[config.mk]
export PLATFORM = sky130hd
export DESIGN_NAME = bank_mode_switch
export DESIGN_NICKNAME = d
export VERILOG_FILES = /design/src/rtl/bms_pkg.sv /design/src/rtl/bms_mode_decode.sv /design/src/rtl/bms_bank_store.sv /design/src/rtl/bank_mode_switch.sv
export SDC_FILE = /design/constraint.sdc
export NUM_CORES = 1
export LEC_CHECK = 0
export ABC_CLOCK_PERIOD_IN_PS = 20400
export BUFFER_PORTS_ARGS = -buffer_cell sky130_fd_sc_hd__buf_2
export CAP_MARGIN = 5
export CORE_ASPECT_RATIO = 0.5
export CORE_MARGIN = 10
export CORE_UTILIZATION = 55
export CTS_CLUSTER_DIAMETER = 200
export CTS_CLUSTER_SIZE = 12
export DETAILED_ROUTE_END_ITERATION = 12
export PLACE_DENSITY_LB_ADDON = 0.2
export SLEW_MARGIN = 20
export SYNTH_ARGS = -nofsm -noshare
export SYNTH_HDL_FRONTEND = slang
export SYNTH_SLANG_ARGS = --single-unit
[constraint.sdc]
create_clock -name clk -period 20.4 [get_ports clk]
set_input_delay 1.02 -clock clk [delete_from_list [all_inputs] [get_ports clk]]
set_output_delay 1.02 -clock clk [all_outputs]
set_load 0.05 [all_outputs]
[src/rtl/bms_pkg.sv]
package bms_pkg;
  localparam int MODE_W     = 5;
  localparam int NUM_BANKS  = 6;
  localparam int BANK_IDX_W = $clog2(NUM_BANKS);

  localparam logic [MODE_W-1:0] MODE_USR = 5'h10;
  localparam logic [MODE_W-1:0] MODE_FIQ = 5'h11;
  localparam logic [MODE_W-1:0] MODE_IRQ = 5'h12;
  localparam logic [MODE_W-1:0] MODE_SVC = 5'h13;
  localparam logic [MODE_W-1:0] MODE_ABT = 5'h17;
  localparam logic [MODE_W-1:0] MODE_UND = 5'h1B;
  localparam logic [MODE_W-1:0] MODE_SYS = 5'h1F;

  typedef logic [BANK_IDX_W-1:0] bank_idx_t;

  // bank 0 is shared by user and system and has no saved-status slot
  localparam bank_idx_t BANK_USR = 3'd0;
  localparam bank_idx_t BANK_FIQ = 3'd1;
  localparam bank_idx_t BANK_IRQ = 3'd2;
  localparam bank_idx_t BANK_SVC = 3'd3;
  localparam bank_idx_t BANK_ABT = 3'd4;
  localparam bank_idx_t BANK_UND = 3'd5;

  function automatic logic mode_known(input logic [MODE_W-1:0] m);
    case (m)
      MODE_USR, MODE_FIQ, MODE_IRQ, MODE_SVC,
      MODE_ABT, MODE_UND, MODE_SYS: return 1'b1;
      default:                      return 1'b0;
    endcase
  endfunction

  function automatic bank_idx_t bank_of(input logic [MODE_W-1:0] m);
    case (m)
      MODE_FIQ: return BANK_FIQ;
      MODE_IRQ: return BANK_IRQ;
      MODE_SVC: return BANK_SVC;
      MODE_ABT: return BANK_ABT;
      MODE_UND: return BANK_UND;
      default:  return BANK_USR;
    endcase
  endfunction

  function automatic logic bank_has_saved(input bank_idx_t b);
    return b != BANK_USR;
  endfunction
endpackage

[src/rtl/bms_mode_decode.sv]
module bms_mode_decode
  import bms_pkg::*;
(
  input  logic [MODE_W-1:0] cur_mode,
  input  logic              req_valid,
  input  logic [MODE_W-1:0] req_code,
  output logic              sw_en,
  output bank_idx_t         old_bank,
  output bank_idx_t         new_bank,
  output logic              old_saved,
  output logic              new_saved,
  output logic              same_bank
);
  always_comb begin
    old_bank  = bank_of(cur_mode);
    new_bank  = bank_of(req_code);
    old_saved = bank_has_saved(old_bank);
    new_saved = bank_has_saved(new_bank);
    same_bank = (old_bank == new_bank);
    sw_en     = req_valid && mode_known(req_code) && (req_code != cur_mode);
  end
endmodule

[src/rtl/bms_bank_store.sv]
module bms_bank_store
  import bms_pkg::*;
#(
  parameter int DW = 32,
  parameter int SW = 32
) (
  input  logic          clk,
  input  logic          rst_n,
  input  logic          save_en,
  input  bank_idx_t     save_idx,
  input  logic [DW-1:0] save_sp,
  input  logic [DW-1:0] save_lr,
  input  logic          save_sts_en,
  input  logic [SW-1:0] save_sts,
  input  bank_idx_t     load_idx,
  output logic [DW-1:0] load_sp,
  output logic [DW-1:0] load_lr,
  output logic [SW-1:0] load_sts
);
  logic [DW-1:0] sp_vec  [NUM_BANKS];
  logic [DW-1:0] lr_vec  [NUM_BANKS];
  logic [SW-1:0] sts_vec [NUM_BANKS];

  for (genvar b = 0; b < NUM_BANKS; b++) begin : g_bank
    logic          hit;
    logic [DW-1:0] sp_r;
    logic [DW-1:0] lr_r;

    assign hit = save_en && (save_idx == bank_idx_t'(b));

    always_ff @(posedge clk or negedge rst_n) begin
      if (!rst_n) begin
        sp_r <= '0;
        lr_r <= '0;
      end else if (hit) begin
        sp_r <= save_sp;
        lr_r <= save_lr;
      end
    end

    assign sp_vec[b] = sp_r;
    assign lr_vec[b] = lr_r;

    if (b == int'(BANK_USR)) begin : g_no_sts
      assign sts_vec[b] = '0;
    end else begin : g_sts
      logic [SW-1:0] sts_r;
      always_ff @(posedge clk or negedge rst_n) begin
        if (!rst_n)                   sts_r <= '0;
        else if (hit && save_sts_en)  sts_r <= save_sts;
      end
      assign sts_vec[b] = sts_r;
    end
  end

  always_comb begin
    load_sp  = sp_vec[load_idx];
    load_lr  = lr_vec[load_idx];
    load_sts = sts_vec[load_idx];
  end
endmodule

[src/rtl/bank_mode_switch.sv]
module bank_mode_switch
  import bms_pkg::*;
#(
  parameter int            DW           = 32,
  parameter int            SW           = 32,
  parameter logic [DW-1:0] SP_RESET     = 32'h1000_0000,
  parameter int            IRQ_MASK_BIT = 7,
  parameter int            FIQ_MASK_BIT = 6
) (
  input  logic                 clk,
  input  logic                 rst_n,
  input  logic                 mode_req_valid,
  input  logic [MODE_W-1:0]    mode_req_code,
  input  logic                 reg_wr_en,
  input  logic                 reg_wr_sel,
  input  logic [DW-1:0]        reg_wr_data,
  input  logic                 saved_wr_en,
  input  logic [SW-1:0]        saved_wr_data,
  input  logic                 stat_wr_en,
  input  logic [SW-MODE_W-1:0] stat_wr_data,
  output logic [DW-1:0]        r13_o,
  output logic [DW-1:0]        r14_o,
  output logic [SW-1:0]        stat_o,
  output logic [SW-1:0]        saved_o
);
  localparam logic [SW-1:0] STAT_RESET = (SW'(1) << IRQ_MASK_BIT) |
                                         (SW'(1) << FIQ_MASK_BIT) |
                                         SW'(MODE_SVC);

  // reset: asynchronous assertion, synchronous release
  logic [1:0] rst_pipe;
  logic       rst_sync_n;

  always_ff @(posedge clk or negedge rst_n) begin
    if (!rst_n) rst_pipe <= 2'b00;
    else        rst_pipe <= {rst_pipe[0], 1'b1};
  end
  assign rst_sync_n = rst_pipe[1];

  logic [DW-1:0] sp_q, sp_d, lr_q, lr_d;
  logic [SW-1:0] sv_q, sv_d, st_q, st_d;

  logic      sw_en, old_saved, new_saved, same_bank, next_saved;
  bank_idx_t old_bank, new_bank;
  logic [DW-1:0] ld_sp, ld_lr;
  logic [SW-1:0] ld_sts;

  bms_mode_decode u_dec (
    .cur_mode  (st_q[MODE_W-1:0]),
    .req_valid (mode_req_valid),
    .req_code  (mode_req_code),
    .sw_en     (sw_en),
    .old_bank  (old_bank),
    .new_bank  (new_bank),
    .old_saved (old_saved),
    .new_saved (new_saved),
    .same_bank (same_bank)
  );

  bms_bank_store #(.DW(DW), .SW(SW)) u_banks (
    .clk         (clk),
    .rst_n       (rst_sync_n),
    .save_en     (sw_en),
    .save_idx    (old_bank),
    .save_sp     (sp_q),
    .save_lr     (lr_q),
    .save_sts_en (old_saved),
    .save_sts    (sv_q),
    .load_idx    (new_bank),
    .load_sp     (ld_sp),
    .load_lr     (ld_lr),
    .load_sts    (ld_sts)
  );

  // saved-status writes land only when the mode in force after this edge has a slot
  assign next_saved = sw_en ? new_saved : old_saved;

  always_comb begin
    sp_d = sp_q;
    lr_d = lr_q;
    sv_d = sv_q;
    st_d = st_q;
    // swap first
    if (sw_en) begin
      if (!same_bank) begin
        sp_d = ld_sp;
        lr_d = ld_lr;
      end
      if (new_saved) sv_d = ld_sts;
      st_d[MODE_W-1:0] = mode_req_code;
    end
    // then writes, aimed at the mode in force after the swap
    if (reg_wr_en) begin
      if (reg_wr_sel) lr_d = reg_wr_data;
      else            sp_d = reg_wr_data;
    end
    if (saved_wr_en && next_saved) sv_d = saved_wr_data;
    if (stat_wr_en) st_d[SW-1:MODE_W] = stat_wr_data;
  end

  always_ff @(posedge clk or negedge rst_sync_n) begin
    if (!rst_sync_n) begin
      sp_q <= SP_RESET;
      lr_q <= '0;
      sv_q <= '0;
      st_q <= STAT_RESET;
    end else begin
      sp_q <= sp_d;
      lr_q <= lr_d;
      sv_q <= sv_d;
      st_q <= st_d;
    end
  end

  assign r13_o   = sp_q;
  assign r14_o   = lr_q;
  assign stat_o  = st_q;
  assign saved_o = sv_q;
endmodule

==> results of run 1 <==
layer usage:
layer  global-route usage [%]  up-vias
met5                        0        -
met4                     7.03        0
met3                     3.52      128
met2                     37.8      614
met1                     31.4    10800
li1                         -     9361
how the worst max path moves through the flow:
| stage | from | endpoint | slack (ps) | cells after the start |
|---|---|---|---|---|
| after floorplan | rst_pipe[1]$_DFF_PN0_ | r13_o[0]$_DFF_PN0_ | 230 | 0 |
| after global placement | mode_req_code[3] | saved_o[7]$_DFFE_PN0P_ | 15610 | 10 |
| after detailed placement | mode_req_code[3] | saved_o[1]$_DFFE_PN0P_ | 15580 | 10 |
| after CTS | stat_o[1]$_DFFE_PN1N_ | saved_o[6]$_DFFE_PN0P_ | 16210 | 9 |
| after global routing | mode_req_code[0] | saved_o[7]$_DFFE_PN0P_ | 16240 | 9 |
| final | mode_req_code[0] | saved_o[10]$_DFFE_PN0P_ | 16510 | 9 |
power by group:
| part | total [uW] | internal [uW] | switching (uW) |
|---|---|---|---|
| clock | 1110 | 610 | 499 |
| sequential | 2060 | 1740 | 311 |
| combinational | 1040 | 460 | 581 |
| total | 4210 | 2810 | 1390 |
layout by cell type (no fill, tap or decap), types with 2 or more instances in the layout:
master     instances
dfrtp_1          667
mux2_2           434
nand2_1          412
buf_2            230
nor2_1           134
mux2_1           133
nand3_1          129
clkbuf_16         69
o21ai_0           65
a221o_1           64
a21oi_1           63
nand4_1           60
mux2_4            40
a31oi_1           33
a311oi_1          32
buf_4             29
o221a_2           20
clkbuf_1          17
o221a_1           12
dfstp_2            6
xnor2_1            5
buf_6              5
nand2b_1           4
o2111ai_1          4
diode_2            3
xor2_1             3
mux2i_1            3
a31oi_4            2
nor2b_4            2
nor4_4             2
inv_6              2
buf_12             2
cells by family (layout without fill, tap and decap cells):
kind of cell    Yosys count  in the layout  synth area share (%)
compound gates          304            304                  7.47
simple gates            759            759                  10.6
buf+inv                 205            356                  3.53
flops                   674            674                  55.2
other cells               1              4                0.0123
xor+xnor                  8              8                 0.229
mux                     611            611                  23.0
registers in the layout, indices dropped and copies added, names as in the netlist:
name and flops:
u_banks.g_bank.lr_r 192, r13_o 32, u_banks.g_bank.g_sts.sts_r 160, saved_o 32
r14_o 32, stat_o 32, u_banks.g_bank.sp_r 192, rst_pipe 2
cell type report:
| type | instances | area, um^2 |
|---|---|---|
| inverter | 1 | 3.75 |
| sequential | 674 | 16900 |
| multi-input combinational | 1683 | 12700 |
| tap | 744 | 931 |
| antenna | 3 | 7.51 |
| fill | 4346 | 20500 |
| timing repair buffer | 266 | 1470 |
| clock inverter | 3 | 28.8 |
| clock buffer | 86 | 1790 |
cells in the mapped netlist (2+ instances only):
| cell | number | area, um^2 |
|---|---|---|
| dfstp_2 | 6 | 158 |
| nand2_1 | 414 | 1550 |
| xnor2_1 | 5 | 43.8 |
| mux2_2 | 434 | 4890 |
| xor2_1 | 3 | 26.3 |
| and3_1 | 2 | 12.5 |
| nor2b_1 | 4 | 25.0 |
| buf_2 | 73 | 365 |
| buf_4 | 20 | 150 |
| nor4_4 | 2 | 42.5 |
| nand4_1 | 60 | 375 |
| mux2_4 | 40 | 601 |
| a311oi_1 | 32 | 280 |
| a21oi_1 | 63 | 315 |
| buf_1 | 2 | 7.51 |
| clkbuf_1 | 90 | 338 |
| o221a_2 | 20 | 225 |
| dfrtp_1 | 668 | 16700 |
| o21ai_0 | 65 | 325 |
| buf_6 | 19 | 214 |
| mux2_1 | 133 | 1500 |
| a31oi_1 | 33 | 206 |
| a221o_1 | 64 | 641 |
| o2111ai_1 | 4 | 35.0 |
| nor2_1 | 135 | 507 |
| mux2i_1 | 3 | 30.0 |
| nand2b_1 | 4 | 25.0 |
| o221a_1 | 12 | 135 |
| nand3_1 | 129 | 646 |
per-stage QoR:
| step | total power [uW] | hold WS, ps | utilization (%) | setup slack, ps | instances |
|---|---|---|---|---|---|
| after global routing | 4430 | 186 | 62.2 | 16240 | 3459 |
| after detailed placement | 3120 | 351 | 58.8 | 15580 | 3366 |
| after floorplan | 2820 | 331 | - | 233 | 2562 |
| after global placement | 3070 | 334 | 58.8 | 15610 | 3366 |
| after CTS | 4230 | 181 | 62.1 | 16210 | 3455 |
| final | 4210 | 205 | 62.2 | 16510 | 3460 |
worst reg2reg max path, stage by stage (launching register included):
cell and delay, ps:
dfstp_2 620, xnor2_1 130, nand3_1 140, o31ai_4 400, buf_4 450, mux2i_4 290
buf_4 420, nand2_1 400, buf_4 390, o221a_2 280
==> run_results.csv, run 1 <==
group,metric,value,unit
floorplan,core_area,54400,um^2
floorplan,die_width,354,um
routing,via_count,20900,
cts,cts_htree_levels,3,
routing,drt_iter0_markers,1902,
worst_setup_path,crit_fanout,64,
cts,tritoncts,"done",
timing,timing.final.crit_share,19.1,%
power,powerDensity,124,nW/um^2
logic_synthesis,yosys_warnings,0,
timing,period_minus_slack,3890,ps
cts,clk_pin_slew_worst_paths,60,ps
global_route,antenna_found_initial,4,
worst_setup_path,start_kind,"input port",
worst_setup_path,cp.required,20880,ps
timing,rsz0062_at_grt,"no",
global_route,grt_pass1_vias,21500,
timing,skew,21.3,ps
routing,maxUsedRoutingLayer,"met4",
cts,clock-sinks,674,
worst_setup_path,end_kind,"flip-flop",
timing,drv_slew,0,
cts,post_cts_resized,0,
logic_synthesis,synth_cells,2562,
timing,final-hold-violation-count,0,
logic_synthesis,avgSynthCellArea,11.9,um^2
cts,cts_hold_buffers,0,
global_route,gr-usage-all-layers,23.1,%
floorplan,num_io_pins,231,
logic_synthesis,async_flop_share,100,%
routing,met3WireLength,4030,um
timing,setup_viol,0,
power,p_leak,0.0157,uW
global_route,grt_max_degree,170,
logic_synthesis,ys.flop_type,"dfrtp_1",
outcome,status,"finished clean",
worst_setup_path,timing.rr.end,"saved_o[10]$_DFFE_PN0P_",
place,dp_hpwl,43600,um
routing,m1WireLength,34700,um
floorplan,start_util,56.3,%
timing,timing.slew.headroom,24.2,%
logic_synthesis,syn_area,30600,um^2
logic_synthesis,synth_cell_types,52,
place,dpl_cell_area,32000,um^2
timing,max_freq,257,MHz
logic_synthesis,ys_seq_area_share,55.2,%
timing,setup-tns-final,0,ps
worst_setup_path,crit_buf_inv,3,
routing,drc,0,
finish,drive_gt1_share,31.7,%
routing,wire_per_inst,22.5,um
global_route,grt_pass1_wl,124000,um
worst_setup_path,ff2ff_path_depth,9,
floorplan,fp.dieH,187,um
cts,cts_setup_buffers,0,
power,peakVddDrop,56.6,uV
worst_setup_path,cpPeakStageDelay,900,ps
worst_setup_path,critical_path_class,"in -> reg",
floorplan,rows,60,
routing,drt_pass1_iterations,6,
floorplan,die_area,66000,um^2
flow_run,drv_cap,0,
routing,wl_met2,37200,um
worst_setup_path,cp.arrival,4370,ps
worst_setup_path,crit_top_cell,"buf_4",
place,portBuffers,230,
worst_setup_path,rrSetupSlack,16760,ps
worst_setup_path,r2r_start,"stat_o[1]$_DFFE_PN1N_",
cts,clock_latency,600,ps
place,place_congestion,0.773,
cts,clock_path_buffers,3,
hold_path,min_path_type,"in -> async",
routing,drt-total-wl,77900,um
routing,ant_nets,0,
worst_setup_path,crit_family,"compound AO/OA/AOI/OAI gates",
finish,design_area,33800,um^2
finish,syn2layout_area_growth,10.6,%
worst_setup_path,crit_slowest_cell,"o211a_4",
finish,final_nets,2795,
timing,worst_slew_pin_slew,1140,ps
cts,cts_buffers,66,
logic_synthesis,synth.ff_latch_count,674,
global_route,grt_overflow,0,
logic_synthesis,syn_nets,2665,
worst_setup_path,crit_path_cell_trace,"buf_2, a21boi_1, o211a_4, a31oi_4, mux2i_4, buf_4, nand2_1, buf_4, o221a_2",
logic_synthesis,synth-edff-count,0,
cts,root_buffer,"clkbuf_16",
routing,vias_per_cell,6.05,
Power figures use the tool's default switching activity.
==> run 2: changes to the inputs <==
--- a/config.mk
+++ b/config.mk
@@ -5,7 +5,7 @@
 export SDC_FILE = /design/constraint.sdc
 export NUM_CORES = 1
 export LEC_CHECK = 0
-export ABC_CLOCK_PERIOD_IN_PS = 20400
+export ABC_CLOCK_PERIOD_IN_PS = 3300
 export BUFFER_PORTS_ARGS = -buffer_cell sky130_fd_sc_hd__buf_2
 export CAP_MARGIN = 5
 export CORE_ASPECT_RATIO = 0.5
==> constraint.sdc (replaced) <==
create_clock -name clk -period 3.3 [get_ports clk]
set_input_delay 0.165 -clock clk [delete_from_list [all_inputs] [get_ports clk]]
set_output_delay 0.165 -clock clk [all_outputs]
set_load 0.05 [all_outputs]
==> run_results.csv, run 2 (synthesis results as in run 1) <==
group,metric,value,unit
power,switching_share,33.0,%
worst_setup_path,rrSetupSlack,550,ps
cts,cts_htree_levels,3,
floorplan,start_util,56.3,%
timing,max_freq,363,MHz
timing,rsz0062_at_grt,"no",
power,clkPwrFrac,26.6,%
finish,multi_input_area,12700,um^2
cts,root_buffer,"clkbuf_16",
floorplan,rows,60,
timing,worst_slew_pin_slew,1110,ps
worst_setup_path,cp.arrival,3220,ps
power,p_leak,0.0164,uW
routing,drt_iter0_markers,1835,
power,power_frac_comb,25.2,%
cts,clk_pin_slew_worst_paths,60,ps
place,dp_cells,3392,
routing,ant_nets,0,
timing,timing.final.crit_share,83.5,%
worst_setup_path,start_kind,"input port",
global_route,antenna_found_initial,3,
finish,ff_latch_area,16900,um^2
worst_setup_path,critPathLaunch,"mode_req_code[0]",
timing,skew,16.2,ps
finish,final_nets,2916,
finish,fin_cells,3583,
power,p_switching,8680,uW
hold_path,holdPathEnd,"r13_o[30]$_DFF_PN0_",
timing,drv_slew,0,
cts,clock_path_buffers,3,
floorplan,die_area,66000,um^2
worst_setup_path,timing.rr.end,"u_banks.g_bank[1].sp_r[19]$_DFFE_PN0P_",
floorplan,num_io_pins,231,
hold_path,min_path_type,"in -> reg",
finish,nFillCells,4224,
finish,largest_registers,"u_banks.g_bank.lr_r x192, u_banks.g_bank.sp_r x192, u_banks.g_bank.g_sts.sts_r x160",
worst_setup_path,critical_path_class,"in -> reg",
floorplan,core_area,54400,um^2
finish,postLayoutCoreUtil,65.0,%
global_route,gr-usage-all-layers,24.3,%
hold_path,min_from,"mode_req_code[4]",
place,dp_hpwl,47200,um
global_route,grt_pass1_vias,22100,
cts,post_cts_resized,0,
routing,wire_per_inst,22.8,um
outcome,status,"finished clean",
finish,mostFrequentLayoutCell,"dfrtp_1",
global_route,grt_max_degree,133,
floorplan,fp.dieH,187,um
worst_setup_path,cp.required,3770,ps
cts,cts_setup_buffers,0,
timing,period_minus_slack,2760,ps
timing,setup_viol,0,
routing,via_count,21600,
cts,cts_buffers,66,
place,portBuffers,230,
routing,drc,0,
timing,final-hold-violation-count,0,
routing,drt-total-wl,81800,um
finish,final_cell_mix,"dfrtp_1, mux2_2, nand2_1",
global_route,grt_pass1_wl,130000,um
finish,syn2layout_area_growth,15.5,%
floorplan,die_width,354,um
routing,drt_pass1_iterations,5,
global_route,grt_overflow,0,
worst_setup_path,ff2ff_path_depth,7,
power,internal-power,17600,uW
cts,tritoncts,"done",
routing,vias_per_cell,6.02,
finish,drive_gt1_share,31.2,%
flow_run,drv_cap,0,
cts,clock_latency,590,ps
worst_setup_path,crit_fanout,29,
place,place_congestion,0.803,
worst_setup_path,end_kind,"flip-flop",
timing,timing.slew.headroom,25.7,%
power,powerDensity,744,nW/um^2
power,peakVddDrop,412,uV
worst_setup_path,r2r_start,"stat_o[1]$_DFFE_PN1N_",
power,pwr-share-seq,48.2,%
hold_path,min_path_cells,4,
cts,clock-sinks,674,
run 2: changes by cell type in the layout (fill, tap and decap cells not counted), moves of 2 or more:
cell / before / now
buf_6: 5 / 0
buf_12: 2 / 28
clkbuf_1: 17 / 19
buf_4: 29 / 32
clkbuf_16: 69 / 71
dlygate4sd3_1: 0 / 97
run 2: routing by layer:
layer  global-route usage, %  share of wire (%)  routed length (um)  vias to the layer above
li1                        -                  -                   -                     9607
met1                    32.7                 44               35700                    11100
met2                    39.7                 48               39000                      675
met3                    3.87                5.4                4380                      161
met4                    8.46                3.3                2730                        0
met5                       0                  0                   0                        -
run 2: repair_timing:
action                                 4_1_cts  5_1_grt
setup endpoints to repair                    0        0
endpoints found under the hold margin      129        0
hold buffers                                97        0
run 2: how the worst max path moves through the flow:
stage | to | slack, ps
after floorplan | r13_o[0]$_DFF_PN0_ | -3210
after global placement | saved_o[0]$_DFFE_PN0P_ | 640
after detailed placement | u_banks.g_bank[1].g_sts.sts_r[24]$_DFFE_PN0P_ | 560
after CTS | u_banks.g_bank[1].g_sts.sts_r[24]$_DFFE_PN0P_ | 540
after global routing | u_banks.g_bank[1].sp_r[19]$_DFFE_PN0P_ | 410
final | u_banks.g_bank[0].sp_r[19]$_DFFE_PN0P_ | 540
run 2: final cells by class:
cell class	instances	share of cell area (%)
Sequential cell	674	47.8
Clock buffer	90	5.23
Antenna cell	2	0.0142
Timing Repair Buffer	387	8.27
Clock inverter	2	0.0566
Inverter	1	0.0106
Tap cell	744	2.63
Multi-Input combinational cell	1683	36.0
run 2: stage by stage:
step | power (uW) | cell area (um^2) | hold slack [ps] | worst slack, ps | TNS, ps
finish | 26300 | 35300 | 128 | 545 | 0
global route | 27700 | 35300 | 143 | 406 | 0
global placement | 19000 | 32500 | -50.0 | 642 | 0
detailed placement | 19300 | 32500 | -41.5 | 565 | 0
floorplan | 17400 | 30600 | -131 | -3210 | -2149830
CTS | 26400 | 35300 | 86.0 | 541 | 0
run 2: critical path, cell delays in order:
cell	delay, ps
dlygate4sd3_1	580
buf_2	250
o2bb2ai_1	130
and3_1	340
o31ai_4	210
buf_4	240
nor2b_4	600
buf_12	310
mux2_1	350
run 2: power groups by stage:
stage	combinational, uW	clock [uW]	sequential [uW]
global placement	6390	0	12600
detailed placement	6590	0	12800
floorplan	3610	0	13800
CTS	6700	7100	12600
finish	6630	6990	12700
global route	7220	7460	13000
